[src/rtl/pcm_serial_rx.sv]
module pcm_serial_rx #(
  parameter int DW    = 24,
  parameter int CNT_W = 8
) (
  input  logic          clk,
  input  logic          rst_n,
  input  logic          bclk_in,
  input  logic          fclk_in,
  input  logic          sdata_in,
  input  logic          hw_mode,
  input  logic [1:0]    hw_sel,
  input  logic          sw_i2s,
  input  logic [1:0]    sw_wlen,
  input  logic          sw_lr_swap,
  output logic [DW-1:0] left_word,
  output logic [DW-1:0] right_word,
  output logic          pair_valid
);
  localparam logic [CNT_W-1:0] CNT_MAX    = '1;
  localparam logic [CNT_W-1:0] PACKED_LEN = CNT_W'(16);

  logic [1:0] bclk_s, fclk_s, sdat_s;
  logic       bclk_d;

  always_ff @(posedge clk or negedge rst_n) begin
    if (!rst_n) begin
      bclk_s <= '0;
      fclk_s <= '0;
      sdat_s <= '0;
      bclk_d <= 1'b0;
    end else begin
      bclk_s <= {bclk_s[0], bclk_in};
      fclk_s <= {fclk_s[0], fclk_in};
      sdat_s <= {sdat_s[0], sdata_in};
      bclk_d <= bclk_s[1];
    end
  end

  logic             rise, fbit, dbit;
  logic             seen, in_half, fprev, left_ok;
  logic [CNT_W-1:0] cnt;
  logic [DW-1:0]    sr, acc, left_hold, rj_word, word;
  logic             is_i2s, swap, edge_now, prev_left;
  logic [4:0]       wl_sel, wl;

  assign rise = bclk_s[1] & ~bclk_d;
  assign fbit = fclk_s[1];
  assign dbit = sdat_s[1];

  always_comb begin
    is_i2s = hw_mode ? (hw_sel == 2'b11) : sw_i2s;
    swap   = hw_mode ? 1'b0 : sw_lr_swap;
    if (hw_mode) begin
      case (hw_sel)
        2'b00:   wl_sel = 5'd16;
        2'b01:   wl_sel = 5'd20;
        default: wl_sel = 5'd24;
      endcase
    end else begin
      case (sw_wlen)
        2'b00:   wl_sel = 5'd16;
        2'b01:   wl_sel = 5'd20;
        2'b10:   wl_sel = 5'd24;
        default: wl_sel = 5'd18;
      endcase
    end
  end

  assign wl        = (cnt == PACKED_LEN) ? 5'd16 : wl_sel;
  assign rj_word   = sr << (DW - int'(wl));
  assign word      = is_i2s ? acc : rj_word;
  assign edge_now  = rise & seen & (fbit != fprev);
  assign prev_left = fprev ^ swap;

  always_ff @(posedge clk or negedge rst_n) begin
    if (!rst_n) begin
      seen       <= 1'b0;
      in_half    <= 1'b0;
      fprev      <= 1'b0;
      left_ok    <= 1'b0;
      cnt        <= '0;
      sr         <= '0;
      acc        <= '0;
      left_hold  <= '0;
      left_word  <= '0;
      right_word <= '0;
      pair_valid <= 1'b0;
    end else begin
      pair_valid <= 1'b0;
      if (rise) begin
        seen  <= 1'b1;
        fprev <= fbit;
        sr    <= {sr[DW-2:0], dbit};
        if (edge_now) begin
          cnt     <= CNT_W'(1);
          acc     <= '0;
          in_half <= 1'b1;
          if (in_half) begin
            if (prev_left) begin
              left_hold <= word;
              left_ok   <= 1'b1;
            end else if (left_ok) begin
              left_word  <= left_hold;
              right_word <= word;
              pair_valid <= 1'b1;
              left_ok    <= 1'b0;
            end
          end
        end else begin
          if (cnt != CNT_MAX) cnt <= cnt + 1'b1;
          for (int i = 0; i < DW; i++)
            if (in_half && cnt == CNT_W'(DW - i)) acc[i] <= dbit;
        end
      end
    end
  end
endmodule

[config.mk]
export PLATFORM = sky130hd
export DESIGN_NAME = pcm_serial_rx
export DESIGN_NICKNAME = d
export VERILOG_FILES = /design/src/rtl/pcm_serial_rx.sv
export SDC_FILE = /design/constraint.sdc
export NUM_CORES = 1
export LEC_CHECK = 0
export CORE_ASPECT_RATIO = 1.2
export CORE_MARGIN = 2
export CORE_UTILIZATION = 50
export DETAILED_ROUTE_END_ITERATION = 12
export DONT_BUFFER_PORTS = 1
export PLACE_DENSITY = 0.63
export SKIP_LAST_GASP = 1
export SLEW_MARGIN = 20
export SYNTH_ARGS = -nofsm -noshare
export SYNTH_HDL_FRONTEND = slang
export SYNTH_SLANG_ARGS = --single-unit
export TNS_END_PERCENT = 30
[constraint.sdc]
create_clock -name clk -period 7.1 [get_ports clk]
set_clock_uncertainty 0.15 [all_clocks]
set_input_delay 0.355 -clock clk [delete_from_list [all_inputs] [get_ports clk]]
set_output_delay 0.355 -clock clk [all_outputs]
set_load 0.01 [all_outputs]
Yosys cells after proc, flatten, opt, wreduce, memory -nomap -nowiden
Cells that the tools add are included.
Widths: inputs -> output; s select.
{"block": "totals", "ff_bits": 140, "input_bits": 12, "out_inout_bits": 49, "elab_cells": 197}
{"block": "classes", "add_sub_neg": 2, "eq_ne": 30, "shifts": 1, "mux": 40, "n_bitwise": 6, "n_reduce_logical": 80}
{"cell": "$eq 8x5->1 const B", "count": 9}
{"cell": "$eq 8x4->1 const B", "count": 8}
{"cell": "$reduce_and 2->1", "count": 26}
{"cell": "$reduce_bool 2->1", "count": 25}
{"cell": "$mux 24", "count": 2}
{"cell": "$eq 8x3->1 const B", "count": 4}
{"cell": "$mux 1", "count": 32}
{"cell": "$shl 24x32->24", "count": 1}
{"cell": "$logic_and 1x1->1", "count": 24}
{"cell": "$eq 8x2->1 const B", "count": 2}
{"cell": "$mux 8", "count": 2}
{"cell": "$pmux 4 s3", "count": 1}
{"cell": "$mux 5", "count": 2}
{"cell": "$add 8x1->8 const B", "count": 1}
{"cell": "$eq 8x1->1 const B", "count": 1}
{"cell": "$ne 8x8->1 const B", "count": 1}
{"cell": "$pmux 4 s2", "count": 1}
{"cell": "$sub 5x5->6 const A", "count": 1}
{"cell": "$reduce_and 5->1", "count": 1}
{"cell": "$eq 2x1->1 const B", "count": 2}
{"cell": "$eq 2x2->1 const B", "count": 2}
{"cell": "$logic_not 2->1", "count": 2}
{"cell": "$reduce_and 4->1", "count": 1}
{"cell": "$and 1x1->1", "count": 3}
{"cell": "other kinds (4)", "count": 5}

Depth between registers and ports, before layout
Gate-level depths: netlist of run 1.
{"block": "depth", "ltp_word": 7, "depth_mapped": 15, "mapped_depth_nobuf": 13}

Worst setup path before layout of run 1
No wires, ideal clock.
{"block": "synth_path", "path_kind": "reg-to-reg", "from": "register cnt[0]", "to": "register left_hold[10]", "setup_ns": 0.131, "t_arrival_ns": 3.121, "t_required_ns": 6.819, "slack_ns": 3.698, "path_stages_with_launch": 16, "path_buffers": 2, "synth_period_minus_slack_ns": 3.402, "cell_sequence": "dfrtp_1 inv_1 ha_1 nor3b_2 a21oi_4 inv_1 buf_2 ha_1 inv_1 ha_1 nor2b_1 clkbuf_1 and3_1 a221o_1 a211oi_1 o41ai_1"}
{"block": "synth_between", "elab_chain_len": 5}
{"item": "from (decl)", "line_no": "41", "source": "logic [CNT_W-1:0] cnt;"}
{"item": "from (signal assigned)", "line_no": "110", "source": "if (cnt != CNT_MAX) cnt <= cnt + 1'b1;"}
{"item": "$eq 8x5->1", "line_no": "69", "source": "assign wl = (cnt == PACKED_LEN) ? 5'd16 : wl_sel;"}
{"item": "$mux 5", "line_no": "69"}
{"item": "$sub 5x5->6", "line_no": "70", "source": "assign rj_word = sr << (DW - int'(wl));"}
{"item": "$shl 24x32->24", "line_no": "70"}
{"item": "$mux 24", "line_no": "71", "source": "assign word = is_i2s ? acc : rj_word;"}
{"item": "to (signal assigned)", "line_no": "100", "source": "left_hold <= word;"}
{"item": "to (decl)", "line_no": "42", "source": "logic [DW-1:0] sr, acc, left_hold, rj_word, word;"}
No other way between the ends.
A chain may end at the register's enable or synchronous reset.

Worst setup path after layout of run 1
{"block": "layout_path", "from": "register cnt[0]", "to": "register right_word[23]"}
{"block": "layout_between", "elab_chain_len": 5}
{"item": "$eq 8x5->1", "line_no": "69"}
{"item": "$mux 5", "line_no": "69"}
{"item": "$sub 5x5->6", "line_no": "70"}
{"item": "$shl 24x32->24", "line_no": "70"}
{"item": "$mux 24", "line_no": "71"}
{"item": "to (signal assigned)", "line_no": "104", "source": "right_word <= word;"}
{"item": "to (decl)", "line_no": "16", "source": "output logic [DW-1:0] right_word,"}
No other way between the ends.

==> results of run 1 <==
==> routing by layer <==
| layer | up-vias | wire length, um |
|---|---|---|
| met2 | 254 | 10300 |
| met5 | - | 0 |
| met1 | 2994 | 9330 |
| met3 | 39 | 1510 |
| met4 | 0 | 732 |
| li1 | 2732 | - |
==> synth_stat cells, drive strengths merged, types with 3 or more instances <==
master	count	area, um^2
o211ai	11	92.6
dfrtp	140	3500
nand2	197	739
mux2	24	270
nor3	5	25.0
mux2i	33	330
xnor2	6	52.6
buf	23	134
a211oi	9	67.6
and4	3	26.3
inv	11	41.3
clkbuf	25	95.1
a222oi	3	30.0
a21o	3	22.5
a31oi	15	93.8
o21ai	41	205
a32oi	4	35.0
a21oi	22	121
ha	6	75.1
nand4	7	50.1
o2111ai	4	35.0
nand3	29	145
and3	12	75.1
nand2b	6	37.5
a22oi	7	52.6
o31ai	9	67.6
and2	7	43.8
a2111oi	4	35.0
nor2b	6	37.5
nor3b	3	27.5
nor2	64	240
xor2	3	26.3
==> worst max-delay path, delay by kind of cell (launching register included) <==
family                     cells  cell delay, ns
buffers and inverters          1            0.13
DFF                            1            0.41
and+or+nand+nor                6            2.42
AOI/OAI and AO/OA              2            0.43
adders and majority gates      2            0.95
==> worst min-delay path by stage <==
| stage | endpoint | slack, ns | cells after the start |
|---|---|---|---|
| 2_1_floorplan | acc[0] | -0.09 | 0 |
| 3_3_place_gp | left_word[7] | -0.09 | 0 |
| 3_5_place_dp | left_word[6] | -0.09 | 0 |
| 4_1_cts | sdat_s[1] | 0.20 | 0 |
| 5_1_grt | sdat_s[1] | 0.20 | 0 |
| 6_report | sdat_s[1] | 0.20 | 0 |
==> logic make-up after synthesis <==
family                   after synthesis
AND/OR/NAND/NOR                      348
AO/OA/AOI/OAI                        157
flip-flops                           140
buffers and inverters                 60
multiplexers                          59
XOR/XNOR                               9
adder cells (fa/ha/maj)                6
==> where the power goes <==
group / internal (W) / switching [W]
Clock: 0.000571 / 0.000370
Combinational: 0.000188 / 0.000318
Sequential: 0.000963 / 0.000212
Total: 0.00172 / 0.000899
==> through the flow <==
step | area, um^2 | total power [W] | std cells
floorplan | 7230 | 0.00150 | 779
detailed placement | 7280 | 0.00167 | 914
finish | 7970 | 0.00262 | 951
CTS | 7970 | 0.00263 | 951
global placement | 7280 | 0.00166 | 914
global route | 7970 | 0.00275 | 951
==> registers in the layout, summed over array words and instances, names as in the netlist <==
| name | cells |
|---|---|
| acc | 24 |
| left_hold | 24 |
| left_word | 24 |
| right_word | 24 |
| sr | 24 |
| cnt | 8 |
| bclk_s | 2 |
| fclk_s | 2 |
| sdat_s | 2 |
| bclk_d | 1 |
| fprev | 1 |
| in_half | 1 |
| left_ok | 1 |
| pair_valid | 1 |
| seen | 1 |
==> area by class of cell <==
| cell class | count | area (um^2) |
|---|---|---|
| fillers | 1297 | 6270 |
| clock buffers | 19 | 443 |
| well taps | 175 | 219 |
| repair buffers | 13 | 128 |
| flip-flops and latches | 140 | 3500 |
| multi-input cells | 579 | 3450 |
| clock inverters | 13 | 179 |
| inverters | 12 | 45.0 |
==> impl_metrics.env, run 1 <==
export IMPL_cts_setup_buffers=0
export IMPL_critPathSlowestCell="ha_1"
export IMPL_overflow=0
export IMPL_start_util=0.508
export IMPL_synth_cells=779
export IMPL_vias=6019
export IMPL_reg2reg_from="cnt[0]"
export IMPL_worst_pin_slew_ns=1.07
export IMPL_r2r_cells=11
export IMPL_finalHoldViolations=0
export IMPL_synth_seq_cells=140
export IMPL_die_y_um=136
export IMPL_dpl_worst_slack_ns=2.63
export IMPL_drt_wl_total_um=21900
export IMPL_rsz0062_at_grt="no"
export IMPL_hpwl_um=15700
export IMPL_grt_use_met3=0.0734
export IMPL_coreArea_um2=14200
export IMPL_port_buffers=0
export IMPL_synth_edff_count=0
export IMPL_r2r_slack_ns=2.52
export IMPL_crit_type="reg -> reg"
export IMPL_dr_first_iter_drc_count=584
export IMPL_hp_start="sdat_s[0]"
export IMPL_start_kind="flip-flop"
export IMPL_synth_adder_area_share=0.0104
export IMPL_grt_pass1_vias=5804
export IMPL_postSynthAreaPerCell_um2=9.28
export IMPL_wl_per_cell_um=23.0
export IMPL_clkLatencyLatePin_ns=0.43
export IMPL_period_share=0.645
export IMPL_cts_made_buffers=17
export IMPL_drv_slew=0
export IMPL_muxShareOfSynthArea=0.0894
export IMPL_max_stage_delay_ns=0.65
export IMPL_final_util=0.560
export IMPL_period_needed_ns=4.58
export IMPL_cts_resized=0
export IMPL_relSlewSlack=0.278
export IMPL_crit_fanout=14
export IMPL_yosysSeqAreaShare=0.485
export IMPL_cts_root_buf="clkbuf_16"
export IMPL_globalRouteMet2Util=0.476
export IMPL_fin_nets=781
export IMPL_num_antenna_cells=0
export IMPL_ir_worst_vdd_mv=0.150
export IMPL_crit_arrival_ns=4.77
export IMPL_grt_antenna_before_repair=0
export IMPL_whs_ns=0.198
export IMPL_crit_start="cnt[0]"
export IMPL_setup_tns_ns=0
export IMPL_crit_top_cell="nor2_1"
export IMPL_cap_violations=0
export IMPL_clockBufferDepth=2
export IMPL_async_flop_share=1.00
export IMPL_max_freq_mhz=218
export IMPL_rows=48
export IMPL_drt_first_pass_iters=6
export IMPL_netlist_area_um2=7230
export IMPL_yosys_warnings=0
export IMPL_antenna_left=0
export IMPL_htree_levels=4
export IMPL_met1_usage=0.397
export IMPL_hold_buffers=5
export IMPL_drc=0
export IMPL_viasPerCell=6.33
export IMPL_dieArea_um2=15400
export IMPL_setup_slack_ns=2.52
export IMPL_grt_max_degree=141
export IMPL_synth_top_family_by_area="simple AND/OR/NAND/NOR gates"
export IMPL_synth_xor_area_frac=0.0109
export IMPL_min_path_type="reg -> reg"
export IMPL_tritoncts="built"
export IMPL_endpoint="right_word[23]"
export IMPL_final_cell_mix="nand2_1, dfrtp_1, nor2_1"
export IMPL_synthSimpleGateAreaFrac=0.215
export IMPL_grt_pass1_wl_um=34600
export IMPL_clkTransAtPathRegs_ns=0.06
export IMPL_ios=61
export IMPL_crit_required_ns=7.30
export IMPL_area_delta_synth_final_pct=10.3
export IMPL_ys_types=66
export IMPL_die_w_um=114
export IMPL_p_leak_nw=3.72
export IMPL_reg2reg_to="right_word[23]"
export IMPL_final_common_cell="nand2_1"
export IMPL_ys_flop_type="dfrtp_1"
export IMPL_clock_sink_count=140
export IMPL_finalSetupViolCount=0
export IMPL_critical_path_endpoint_type="flip-flop"
export IMPL_synth_nets=797
export IMPL_crit_chain="inv_1 > ha_1 > or3b_2 > nor2_1 > nor2_1 > ha_1 > nor2b_1 > nand3_1 > nor2_1 > a222oi_1 > a31oi_1"
export IMPL_track_usage=0.301
export IMPL_synth_compound_area_share=0.152
export IMPL_drive_gt1_frac=0.102
export IMPL_status="finished, final reports clean"
export IMPL_power_density_nw_per_um2=329
export IMPL_gp_congestion=0.997
export IMPL_top_usage_layer="met2"
No activity file was read; power rests on OpenSTA's default activity.
==> run 2, diff against run 1 <==
Settings changed: ABC_AREA set to 1.
Clock period 7.1 ns to 4.8 ns, I/O delays scaled along.
==> run 2 against run 1 <==
Net effect:
- wire length is 22% lower
- core utilization is 1.3 points higher
- hold slack worse by 0.030 ns
- cell area is 4.5% lower
- largest cell class unchanged
- worst setup slack worse by 1.4 ns
- cell count is 13% higher
- global-route usage is 6.0 points lower
- area after synthesis is 5.3% lower
- sequential share of layout area is 2.1 points higher
- critical path type unchanged
- via count is 2.3% lower
==> impl_metrics.env, run 2 <==
export IMPL_relSlewSlack=0.425
export IMPL_drt_wl_total_um=17100
export IMPL_port_buffers=0
export IMPL_start_util=0.515
export IMPL_overflow=0
export IMPL_hold_end="left_hold[4]"
export IMPL_coreArea_um2=13300
export IMPL_worst_pin_slew_ns=0.862
export IMPL_power_density_nw_per_um2=490
export IMPL_hpwl_um=11800
export IMPL_synth_nets=924
export IMPL_r2r_cells=18
export IMPL_critical_path_endpoint_type="flip-flop"
export IMPL_crit_required_ns=5.01
export IMPL_drive_gt1_frac=0.0637
export IMPL_grt_antenna_before_repair=0
export IMPL_ir_worst_vdd_mv=0.355
export IMPL_yosys_top_cells_count="nand2_1, dfrtp_1, nand3_1, inv_1, o21ai_0"
export IMPL_p_leak_nw=4.11
export IMPL_area_delta_synth_final_pct=11.2
export IMPL_finalHoldViolations=0
export IMPL_status="finished, final reports clean"
export IMPL_final_cells=1079
export IMPL_place_area_um2=6960
export IMPL_period_share=0.766
export IMPL_crit_arrival_ns=3.89
export IMPL_max_freq_mhz=272
export IMPL_power_frac_comb=0.187
export IMPL_drt_first_pass_iters=6
export IMPL_setup_tns_ns=0
export IMPL_htree_levels=4
export IMPL_crit_start="cnt[0]"
export IMPL_wl_per_cell_um=15.9
export IMPL_cts_root_buf="clkbuf_16"
export IMPL_clkLatencyLatePin_ns=0.42
export IMPL_final_cell_mix="nand2_1, dfrtp_1, nand3_1"
export IMPL_async_flop_share=1.00
export IMPL_setup_slack_ns=1.12
export IMPL_dieArea_um2=14600
export IMPL_seq_power_share=0.469
export IMPL_clock_sink_count=140
export IMPL_die_w_um=111
export IMPL_clockPowerShare=0.344
export IMPL_yosysSeqAreaShare=0.512
export IMPL_synth_seq_cells=140
export IMPL_dpl_worst_slack_ns=1.18
export IMPL_place_inst=1042
export IMPL_internal_power_w=0.00244
export IMPL_clockBufferDepth=2
export IMPL_rows=46
export IMPL_dr_first_iter_drc_count=524
export IMPL_cts_made_buffers=17
export IMPL_num_antenna_cells=0
export IMPL_ys_types=31
export IMPL_final_common_cell="nand2_1"
export IMPL_swShare=0.345
export IMPL_drc=0
export IMPL_antenna_left=0
export IMPL_synth_top_area_frac=0.512
export IMPL_ys_flop_type="dfrtp_1"
export IMPL_rsz0062_at_grt="no"
export IMPL_yosysMostFrequentCell="nand2_1"
export IMPL_crit_fanout=26
export IMPL_holdPathStages=3
export IMPL_cap_violations=0
export IMPL_grt_pass1_wl_um=28400
export IMPL_gp_congestion=0.866
export IMPL_grt_max_degree=141
export IMPL_min_path_type="in -> reg"
export IMPL_start_kind="flip-flop"
export IMPL_crit_type="reg -> reg"
export IMPL_whs_ns=0.168
export IMPL_hp_start="hw_mode"
export IMPL_finalSetupViolCount=0
export IMPL_drv_slew=0
export IMPL_yosysTopAreaCell="dfrtp_1"
export IMPL_yosys_warnings=0
export IMPL_clkTransAtPathRegs_ns=0.06
export IMPL_r2r_slack_ns=1.12
export IMPL_switchingPower_w=0.00129
export IMPL_netlist_area_um2=6840
export IMPL_die_y_um=132
export IMPL_fillers=1265
export IMPL_period_needed_ns=3.68
export IMPL_vias=5882
export IMPL_reg2reg_from="cnt[0]"
export IMPL_reg2reg_to="left_hold[6]"
export IMPL_synth_cells=906
export IMPL_tritoncts="built"
export IMPL_ios=61
export IMPL_postSynthAreaPerCell_um2=7.55
export IMPL_track_usage=0.241
export IMPL_final_area_um2=7610
export IMPL_fin_nets=916
export IMPL_synthTopCellsByArea="dfrtp_1, nand2_1, nand3_1, inv_1, o21ai_0"
export IMPL_synth_edff_count=0
export IMPL_viasPerCell=5.45
export IMPL_cts_setup_buffers=0
export IMPL_grt_pass1_vias=5499
==> run 2: cell types whose count changed in the layout (fill, tap and decap cells not counted), sizes merged, moves of 7 or more <==
cell,before,now
nand2,197,385
nand3,29,130
inv,16,77
mux2i,33,1
nor2,64,34
mux2,24,0
and3,12,0
o211ai,11,0
a211oi,9,0
a22oi,7,0
and2,7,0
==> run 2: layer usage <==
layer,share of wire,global-route usage,vias up
met2,0.47,0.377,164
li1,-,-,2887
met5,0,0,-
met3,0.046,0.0515,22
met1,0.46,0.334,2809
met4,0.017,0.0868,0
==> run 2: power by group through the flow <==
| stage | combinational [W] | clock (W) | sequential [W] |
|---|---|---|---|
| 5_1_grt | 0.000803 | 0.00135 | 0.00178 |
| 3_3_place_gp | 0.000650 | 0 | 0.00176 |
| 2_1_floorplan | 0.000521 | 0 | 0.00170 |
| 4_1_cts | 0.000701 | 0.00130 | 0.00175 |
| 3_5_place_dp | 0.000669 | 0 | 0.00177 |
| 6_report | 0.000697 | 0.00128 | 0.00175 |
==> run 2: timing repair <==
item                      4_1_cts  5_1_grt
hold endpoints to repair      143        0
hold buffers                    5        0
gates resized for setup         0        0
==> run 2: area by class of cell <==
| cell class | count | area (um^2) | share of cell area |
|---|---|---|---|
| Sequential cell | 140 | 3500 | 0.460 |
| Multi-Input combinational cell | 654 | 2910 | 0.382 |
| Clock buffer | 17 | 425 | 0.0559 |
| Inverter | 69 | 259 | 0.0340 |
| Tap cell | 168 | 210 | 0.0276 |
| Clock inverter | 15 | 153 | 0.0201 |
| Timing Repair Buffer | 16 | 150 | 0.0197 |
==> run 2: cells by family after synthesis <==
kind of cell    count (synthesis)  share of synthesized area
compound gates                 81                     0.0642
xor+xnor                        5                    0.00640
fa+ha+maj                       6                     0.0110
buf+inv                       112                     0.0647
flops                         140                      0.512
mux                             1                    0.00146
simple gates                  561                      0.340
==> run 2: worst max path at each step <==
stage,cells past startpoint,slack (ns),end
2_1_floorplan,18,1.90,left_hold[2]
3_3_place_gp,18,1.27,left_hold[7]
3_5_place_dp,18,1.18,left_hold[6]
4_1_cts,18,1.14,left_hold[6]
5_1_grt,18,0.73,left_hold[7]
6_report,18,1.12,left_hold[6]
==> run 2: critical path, cell delays in order, from the launching register on <==
cell and delay (ns):
dfrtp_1 0.41, inv_1 0.14, ha_1 0.24, inv_1 0.08
nor2_1 0.13, nand2_2 0.34, nand2_1 0.19, ha_1 0.16
inv_1 0.04, ha_1 0.22, inv_1 0.45, nand2_1 0.20
nand3_1 0.16, nand3_1 0.11, nand2_1 0.13, nand3_1 0.10
o21ai_0 0.17, nand2_1 0.10, nand2_1 0.09
==> run 2: through the flow <==
step / utilization / power (W)
after floorplan: - / 0.00222
after global placement: 0.523 / 0.00241
after detailed placement: 0.524 / 0.00244
after CTS: 0.572 / 0.00376
after global routing: 0.572 / 0.00394
final: 0.572 / 0.00373
==> run 3, diff against run 2 <==
Clock period 4.8 ns to 3.51 ns, I/O delays scaled along.
==> run 3 against run 2 <==
Net effect:
- the flow now finishes with violations (hold timing)
- global-route usage increased by 0.38 points
- sequential cell count is the same
- wire length grew 0.96%
- cell count is 0.46% higher
- critical path depth fell by 1
- combinational power is 33% higher
- first-iteration DRC count is 17% higher
- critical path type unchanged
==> impl_metrics.env, run 3 (same netlist as run 2, synthesis figures left out) <==
export IMPL_status="complete, but fails checks"
export IMPL_violations="hold timing"
export IMPL_dr_first_iter_drc_count=612
export IMPL_drt_wl_total_um=17300
export IMPL_drive_gt1_frac=0.0699
export IMPL_power_density_nw_per_um2=651
export IMPL_rows=46
export IMPL_die_w_um=111
export IMPL_htree_levels=4
export IMPL_final_common_cell="nand2_1"
export IMPL_critical_path_endpoint_type="flip-flop"
export IMPL_r2r_slack_ns=0.48
export IMPL_viasPerCell=5.39
export IMPL_ir_worst_vdd_mv=0.415
export IMPL_drt_first_pass_iters=5
export IMPL_gp_congestion=0.900
export IMPL_hpwl_um=12200
export IMPL_cts_root_buf="clkbuf_16"
export IMPL_whs_ns=-0.704
export IMPL_crit_type="reg -> reg"
export IMPL_drv_slew=0
export IMPL_crit_arrival_ns=3.18
export IMPL_final_cells=1084
export IMPL_clkLatencyLatePin_ns=0.42
export IMPL_period_needed_ns=3.03
export IMPL_wl_per_cell_um=16.0
export IMPL_clockBufferDepth=2
export IMPL_min_path_type="in -> async"
export IMPL_cap_violations=0
export IMPL_clock_sink_count=140
export IMPL_cts_made_buffers=17
export IMPL_antenna_left=0
export IMPL_vias=5842
export IMPL_relSlewSlack=0.395
export IMPL_rsz0062_at_grt="no"
export IMPL_area_delta_synth_final_pct=11.2
export IMPL_place_inst=1049
export IMPL_coreArea_um2=13300
export IMPL_crit_required_ns=3.66
export IMPL_max_freq_mhz=330
export IMPL_port_buffers=0
export IMPL_worst_pin_slew_ns=0.907
export IMPL_tritoncts="built"
export IMPL_overflow=0
export IMPL_hold_buffers=3
export IMPL_die_y_um=132
export IMPL_finalHoldViolations=140
export IMPL_p_leak_nw=4.12
export IMPL_dpl_worst_slack_ns=0.529
export IMPL_cts_resized=0
export IMPL_finalSetupViolCount=0
export IMPL_track_usage=0.245
export IMPL_num_antenna_cells=0
export IMPL_dieArea_um2=14600
export IMPL_setup_slack_ns=0.479
export IMPL_ios=61
export IMPL_drc=0
export IMPL_grt_pass1_wl_um=28900
export IMPL_grt_max_degree=141
export IMPL_crit_fanout=21
export IMPL_period_share=0.864
export IMPL_start_kind="flip-flop"
export IMPL_setup_tns_ns=0
export IMPL_final_cell_mix="nand2_1, dfrtp_1, nand3_1"
export IMPL_grt_antenna_before_repair=0
export IMPL_grt_pass1_vias=5655
export IMPL_fin_nets=921
export IMPL_start_util=0.515
export IMPL_clkTransAtPathRegs_ns=0.06
-- run 3: cell types whose count changed in the layout (fill, tap and decap cells not counted), sizes merged, moves of 2 or more --
cell      previous run  this run
buf                 12        18
clkbuf              17        19
clkinv               3         7
clkinvlp             3         5
inv                 77        70
-- run 3: through the flow --
stage,power (W),instance area [um^2],utilization
finish,0.00495,7610,0.572
global placement,0.00332,7030,0.529
global route,0.00525,7610,0.572
CTS,0.00499,7610,0.572
detailed placement,0.00335,7030,0.529
floorplan,0.00303,6840,-
-- run 3: timing repair --
| item | 4_1_cts | 5_1_grt |
|---|---|---|
| hold endpoints to repair | 143 | 140 |
| setup endpoints to repair | 0 | 0 |
| buffers inserted | 0 | 0 |
-- run 3: layout make-up --
class,count,area (um^2)
Clock buffer,19,453
Inverter,69,259
Fill cell,1245,5690
Timing Repair Buffer,21,190
Tap cell,168,210
Clock inverter,13,92.6
Multi-Input combinational cell,654,2900
Sequential cell,140,3500
-- run 3: power breakdown --
part / switching [W] / internal [W] / leakage [nW]
logic: 0.000595 / 0.000335 / 2.01
registers: 0.000377 / 0.00202 / 1.85
clock network: 0.000691 / 0.000939 / 0.258
total: 0.00166 / 0.00329 / 4.12
-- run 3: path summary, 6_finish.rpt --
| kind | startpoint | to | cells past startpoint |
|---|---|---|---|
| max reg2reg | cnt[0] | left_hold[17] | 17 |
| min | rst_n | right_word[19] | 0 |
| min reg2reg | sdat_s[0] | sdat_s[1] | 0 |
| max in group asynchronous | rst_n | bclk_s[0] | 0 |
| max | cnt[0] | left_hold[17] | 17 |
| min in group clk | hw_mode | left_hold[8] | 4 |
-- run 3: critical path, stage by stage (launching register included) --
cell and delay [ns]:
dfrtp_1 0.40, inv_1 0.11, ha_1 0.25, inv_1 0.09
nor2_1 0.05, nand2_2 0.14, nor4b_1 0.31, ha_1 0.29
inv_1 0.09, buf_12 0.16, nand2_1 0.08, nand3_1 0.10
nand3_1 0.16, nand3_1 0.16, nand3_1 0.10, nand2_1 0.09
nand2_1 0.08, nand2_1 0.08
-- run 3: layer usage --
metal / GRT usage / part of all wire / vias up
li1: - / - / 2891
met1: 0.343 / 0.47 / 2735
met2: 0.380 / 0.46 / 191
met3: 0.0460 / 0.050 / 25
met4: 0.0951 / 0.020 / 0
met5: 0 / 0 / -
